[src/rtl/capChanPkg.sv]
package capChanPkg;
  localparam int CNT_W = 16;
  localparam logic [1:0] MODE_OUT   = 2'b00;
  localparam logic [1:0] MODE_OWN   = 2'b01;
  localparam logic [1:0] MODE_NEIGH = 2'b10;
  localparam logic [1:0] MODE_TRIG  = 2'b11;

  typedef struct packed {
    logic capture;
    logic clrFlags;
  } capStrobe_t;
endpackage

[src/rtl/capCtrl.sv]
module capCtrl
  import capChanPkg::*;
#(
  parameter int NUM_SRC     = 3,
  parameter int SYNC_STAGES = 2,
  parameter int DIV_W       = 2,
  localparam int PRE_W      = (1 << DIV_W) - 1
) (
  input  logic               clk,
  input  logic               rstN,
  input  logic               cfgWr,
  input  logic [1:0]         cfgModeIn,
  input  logic [DIV_W-1:0]   cfgDivIn,
  input  logic               cfgPolIn,
  input  logic               cfgEnIn,
  input  logic               flagClr,
  input  logic [NUM_SRC-1:0] rawIn,
  input  logic               trigValid,
  output logic [1:0]         modeQ,
  output logic               polQ,
  output logic               enQ,
  output capStrobe_t         strb
);
  logic [DIV_W-1:0]   divQ;
  logic [NUM_SRC-1:0] syncOut;
  logic [NUM_SRC-1:0] prevQ;
  logic [NUM_SRC-1:0] srcEdge;
  logic [PRE_W-1:0]   preCnt;
  logic [PRE_W-1:0]   divLast;
  logic               selEdge;
  logic               qualified;

  // configuration fields; mode locked while enabled
  always_ff @(posedge clk or negedge rstN) begin
    if (!rstN) begin
      modeQ <= MODE_OUT;
      divQ  <= '0;
      polQ  <= 1'b0;
      enQ   <= 1'b0;
    end else if (cfgWr) begin
      if (!enQ) modeQ <= cfgModeIn;
      divQ <= cfgDivIn;
      polQ <= cfgPolIn;
      enQ  <= cfgEnIn;
    end
  end

  // per-source synchronizer and edge history, so a source switch makes no false edge
  for (genvar s = 0; s < NUM_SRC; s++) begin : g_src
    logic [SYNC_STAGES-1:0] syncQ;
    always_ff @(posedge clk or negedge rstN) begin
      if (!rstN) begin
        syncQ    <= '0;
        prevQ[s] <= 1'b0;
      end else begin
        syncQ    <= {syncQ[SYNC_STAGES-2:0], rawIn[s]};
        prevQ[s] <= syncQ[SYNC_STAGES-1];
      end
    end
    assign syncOut[s] = syncQ[SYNC_STAGES-1];
    assign srcEdge[s] = polQ ? (prevQ[s] & ~syncOut[s]) : (syncOut[s] & ~prevQ[s]);
  end

  always_comb begin
    case (modeQ)
      MODE_OWN:   selEdge = srcEdge[0];
      MODE_NEIGH: selEdge = srcEdge[1];
      MODE_TRIG:  selEdge = srcEdge[2] & trigValid;
      default:    selEdge = 1'b0;
    endcase
  end

  assign qualified = enQ & selEdge;
  assign divLast   = ~({PRE_W{1'b1}} << divQ);

  always_ff @(posedge clk or negedge rstN) begin
    if (!rstN)                 preCnt <= '0;
    else if (!enQ)             preCnt <= '0;
    else if (qualified) begin
      if (preCnt >= divLast)   preCnt <= '0;
      else                     preCnt <= preCnt + 1'b1;
    end
  end

  always_comb begin
    strb.capture  = qualified && (preCnt >= divLast);
    strb.clrFlags = flagClr;
  end
endmodule

[src/rtl/capData.sv]
module capData
  import capChanPkg::*;
#(
  parameter int CW = CNT_W
) (
  input  logic          clk,
  input  logic          rstN,
  input  capStrobe_t    strb,
  input  logic [CW-1:0] counterIn,
  output logic [CW-1:0] capVal,
  output logic          capFlag,
  output logic          ovrFlag
);
  always_ff @(posedge clk or negedge rstN) begin
    if (!rstN) begin
      capVal  <= '0;
      capFlag <= 1'b0;
      ovrFlag <= 1'b0;
    end else if (strb.capture) begin
      capVal  <= counterIn;
      capFlag <= 1'b1;
      ovrFlag <= strb.clrFlags ? 1'b0 : (ovrFlag | capFlag);
    end else if (strb.clrFlags) begin
      capFlag <= 1'b0;
      ovrFlag <= 1'b0;
    end
  end
endmodule

[src/rtl/capChan.sv]
module capChan
  import capChanPkg::*;
(
  input  logic        clk,
  input  logic        rstN,
  input  logic [15:0] counterIn,
  input  logic        ownRaw,
  input  logic        neighRaw,
  input  logic        trigIn,
  input  logic        trigValid,
  input  logic        refLevel,
  input  logic        cfgWr,
  input  logic [1:0]  cfgModeIn,
  input  logic [1:0]  cfgDivIn,
  input  logic        cfgPolIn,
  input  logic        cfgEnIn,
  input  logic        flagClr,
  output logic [15:0] capVal,
  output logic        capFlag,
  output logic        ovrFlag,
  output logic        chanOut,
  output logic [1:0]  cfgModeOut
);
  capStrobe_t strb;
  logic [1:0] modeQ;
  logic       polQ;
  logic       enQ;

  capCtrl #(.NUM_SRC(3), .SYNC_STAGES(2), .DIV_W(2)) i_ctrl (
    .clk(clk), .rstN(rstN), .cfgWr(cfgWr), .cfgModeIn(cfgModeIn),
    .cfgDivIn(cfgDivIn), .cfgPolIn(cfgPolIn), .cfgEnIn(cfgEnIn),
    .flagClr(flagClr), .rawIn({trigIn, neighRaw, ownRaw}),
    .trigValid(trigValid), .modeQ(modeQ), .polQ(polQ), .enQ(enQ),
    .strb(strb)
  );

  capData #(.CW(16)) i_data (
    .clk(clk), .rstN(rstN), .strb(strb), .counterIn(counterIn),
    .capVal(capVal), .capFlag(capFlag), .ovrFlag(ovrFlag)
  );

  assign chanOut    = (enQ && modeQ == MODE_OUT) ? (refLevel ^ polQ) : 1'b0;
  assign cfgModeOut = modeQ;
endmodule

[config.mk]
export PLATFORM = sky130hd
export DESIGN_NAME = capChan
export DESIGN_NICKNAME = d
export VERILOG_FILES = /design/src/rtl/capChanPkg.sv /design/src/rtl/capCtrl.sv /design/src/rtl/capData.sv /design/src/rtl/capChan.sv
export SDC_FILE = /design/constraint.sdc
export NUM_CORES = 1
export LEC_CHECK = 0
export ABC_CLOCK_PERIOD_IN_PS = 2400
export BUFFER_PORTS_ARGS = -buffer_cell sky130_fd_sc_hd__buf_2
export CAP_MARGIN = 20
export CORE_MARGIN = 2
export CORE_UTILIZATION = 45
export CTS_CLUSTER_DIAMETER = 30
export DETAILED_ROUTE_END_ITERATION = 8
export PLACE_DENSITY = 0.85
export SLEW_MARGIN = 20
export SYNTH_ARGS = -nofsm -noshare
export SYNTH_HDL_FRONTEND = slang
export SYNTH_SLANG_ARGS = --single-unit
[constraint.sdc]
create_clock -name clk -period 2.4 [get_ports clk]
set_input_delay 0.48 -clock clk [delete_from_list [all_inputs] [get_ports clk]]
set_output_delay 0.48 -clock clk [all_outputs]
set_load 0.005 [all_outputs]
==> metrics.json <==
{
  "run_status": {
    "status": "complete, no violations"
  },
  "worst_setup_path": {
    "crit_slowest_cell": "mux2_2",
    "crit_path_start_kind": "register",
    "crit_arrival_ns": 2.45,
    "timing.critical_path.fanout_max": 17,
    "crit_type": "register to register",
    "worst-endpoint-required_ns": 2.62,
    "setup.worst_path.end_class": "register",
    "crit_path_cell_trace": "or2_2, ha_1, nand2b_1, a31o_2, o311ai_4, mux2_2",
    "cp_slowest_stage_delay_ns": 0.43
  },
  "timing": {
    "slew_viol_final": 0,
    "fin_worst_skew_ns": 0.0115,
    "setup_tns_ns": 0,
    "worst-slew-pin-transition_ns": 0.991,
    "grt_setup_unrepaired": "no",
    "max_freq_mhz": 449,
    "final_min_period_over_clock_period_pct": 92.7,
    "timing.slew.headroom_pct": 33.8,
    "setup_viol": 0,
    "hold_violations": 0,
    "setup_slack_ns": 0.175,
    "layout_min_cycle_time_ns": 2.23
  },
  "drt": {
    "post_drt_via_cell_ratio": 4.81,
    "detail_route.first_pass.iterations": 4,
    "wirelength_um": 2870,
    "wl_per_cell_um": 13.8,
    "ant_nets": 0,
    "drt_iter0_markers": 21,
    "routed_vias": 1000,
    "drt_drc_violations_left": 0
  },
  "synthesis": {
    "synth-warning-count": 0,
    "syn_avg_cell_area_um2": 14.5,
    "proportion_of_synthesized_area_in_mux_cells_pct": 18.8,
    "post_synth_instance_area_um2": 1540,
    "synth_top_cell_by_area": "dfrtp_1",
    "synth-compound-area-share_pct": 7.06,
    "yosys.area.top_type_share_pct": 58.4,
    "synthCells": 106,
    "most_common_library_cells_after_synthesis": "36 x dfrtp_1, 11 x mux2_2, 9 x mux2_4",
    "synth_sequential_area_ratio_pct": 58.4,
    "post_synth_fa_ha_maj_area_fraction_pct": 3.25,
    "ys_top_cells_by_area": "dfrtp_1 58%, mux2_4 8.8%, mux2_2 8.0%",
    "synthDistinctLibCells": 32,
    "synthSimpleGateAreaFrac_pct": 9.58,
    "async_s_r_ff_share_synth_pct": 100,
    "synth_top_family_by_area": "multiplexers",
    "yosys_register_bits": 36,
    "synth-edff-count": 0,
    "synth_ff_type": "dfrtp_1",
    "yosys.area_share.xor_xnor_pct": 0.568,
    "mapped_nets": 141,
    "yosysMostFrequentCell": "dfrtp_1"
  },
  "pwr": {
    "netSwitchingFraction_pct": 28.4,
    "worst_ir_drop_vdd_uv": 481,
    "clock_power_share_pct": 20.3,
    "cellInternalPower_uw": 1190,
    "share_seq_of_total_power_pct": 51.5,
    "total_switching_power_uw": 472,
    "p_per_area_nw_per_um2": 877,
    "cellLeakagePower_uw": 0.000967,
    "share_comb_of_total_power_pct": 28.1
  },
  "clock_tree": {
    "cts_buffer_depth": 2,
    "clkLatencyLatePin_ns": 0.34,
    "cts-hold-fix-buffers": 0,
    "cts_tree": "yes",
    "clk_pin_slew_ns": 0.11,
    "cts_buffers": 5,
    "count_of_instances_resized_after_the_clock_tree_is_built": 0,
    "h-tree-depth": 2,
    "clockRootBuffer": "clkbuf_4",
    "cts_sinks": 36,
    "post_cts.repair.setup_buffers": 0
  },
  "finish": {
    "finalNetCount": 196,
    "area.growth.synth_to_final_pct": 23.0,
    "post-route-cell-area_um2": 1900,
    "n_fill_cell": 282,
    "n_antenna_cell": 0,
    "ff_latch_area_um2": 901,
    "fraction_of_final_layout_cells_with_drive_strength_greater_than_1_pct": 52.5,
    "multiInputGateArea_um2": 606
  },
  "floorplan": {
    "ioPinCount": 52,
    "starting_utilization_of_the_core_area_pct": 46.6,
    "core_region_area_um2": 3310,
    "die_area_um2": 3910,
    "die_height_um": 62.5,
    "std_cell_rows": 21,
    "floorplan.die.width_um": 62.5
  },
  "grt": {
    "grt_max_degree": 37,
    "grt_first_pass_wirelength_um": 4900,
    "gr-total-overflow": 0,
    "grt_pass1_vias": 1027,
    "grt_antenna_before_repair": 0,
    "groute.usage.overall_pct": 16.3
  },
  "place": {
    "post-dp-hpwl_um": 2120,
    "numPortBuffers": 51,
    "placedInstanceArea_um2": 1830,
    "place_congestion": 0.761,
    "placement.setup.worst_slack_ns": 0.178
  },
  "hold_path": {
    "worst_min_path_class": "input port to async pin"
  },
  "flow_run": {
    "max-cap-violations": 0
  }
}
## per-stage QoR
step | util, % | hold WS [ns] | power (uW) | cells
final | 57.3 | 0.199 | 1660 | 208
after global routing | 57.3 | 0.207 | 1770 | 208
after CTS | 57.3 | 0.214 | 1680 | 208
after detailed placement | 55.4 | 0.335 | 1340 | 200
after global placement | 55.4 | 0.333 | 1310 | 200
after floorplan | - | 0.184 | 1110 | 106
## worst paths after layout
kind | end | from | depth (start not counted) | slack, ns
setup reg to reg | i_data.capVal[14] | i_ctrl.divQ[1] | 6 | 0.17
min in group clk | i_ctrl.g_src[0].syncQ[0] | ownRaw | 1 | 0.24
max in group asynchronous | i_ctrl.polQ | rstN | 1 | 1.70
hold / removal | i_data.capVal[6] | rstN | 1 | 0.20
hold reg to reg | i_ctrl.g_src[2].syncQ[1] | i_ctrl.g_src[2].syncQ[0] | 0 | 0.36
setup / recovery | i_data.capVal[14] | i_ctrl.divQ[1] | 6 | 0.17
## power by group through the flow
stage	clock network [uW]	logic, uW	registers [uW]
2_1_floorplan	0	248	867
3_3_place_gp	0	453	860
3_5_place_dp	0	471	871
4_1_cts	348	477	857
5_1_grt	381	512	880
6_report	338	468	857
## layout by cell type (no fill, tap or decap), drive strengths merged, types with 2 or more instances in the layout
cell	Yosys	routed
buf	2	51
dfrtp	36	36
mux2	21	21
clkbuf	1	6
inv	4	4
nand2	4	4
ha	4	4
nand3b	3	3
or3b	3	3
nand3	3	3
a21oi	3	3
nand2b	3	3
nand4b	2	2
mux2i	2	2
clkinv	0	2
o21ai	2	2
## critical path, delay by kind of cell (launching register included)
family	cells	cell delay, ns
AOI/OAI and AO/OA	2	0.56
and+or+nand+nor	2	0.45
muxes	1	0.43
DFF	1	0.41
adders and majority gates	1	0.26
## cells by family (layout without fill, tap and decap cells)
family,Yosys count,in the layout
flip-flops,36,36
multiplexers,23,23
AND/OR/NAND/NOR,23,23
AO/OA/AOI/OAI,12,12
buffers and inverters,7,63
adder cells (fa/ha/maj),4,4
XOR/XNOR,1,1
## flip-flops by register name, indices dropped and copies added (netlist names)
register / flops
i_data.capVal: 16
i_ctrl.g_src.syncQ: 6
i_ctrl.preCnt: 3
i_ctrl.prevQ: 3
i_ctrl.divQ: 2
i_ctrl.modeQ: 2
i_ctrl.enQ: 1
i_ctrl.polQ: 1
i_data.capFlag: 1
i_data.ovrFlag: 1
## routing by layer
layer / vias up / part of all wire, % / track usage (%)
met4: 0 / 2.2 / 7.50
met1: 479 / 43 / 19.4
li1: 496 / - / -
met2: 18 / 51 / 26.9
met5: - / 0 / 0
met3: 7 / 3.3 / 5.41
## final cells by class
cell class	count	area share, %
Tap cell	46	3.04
Inverter	4	0.792
Sequential cell	36	47.5
Clock inverter	2	0.528
Multi-Input combinational cell	63	31.9
Clock buffer	6	2.71
Timing Repair Buffer	51	13.5
No activity file was read; power rests on OpenSTA's default activity.
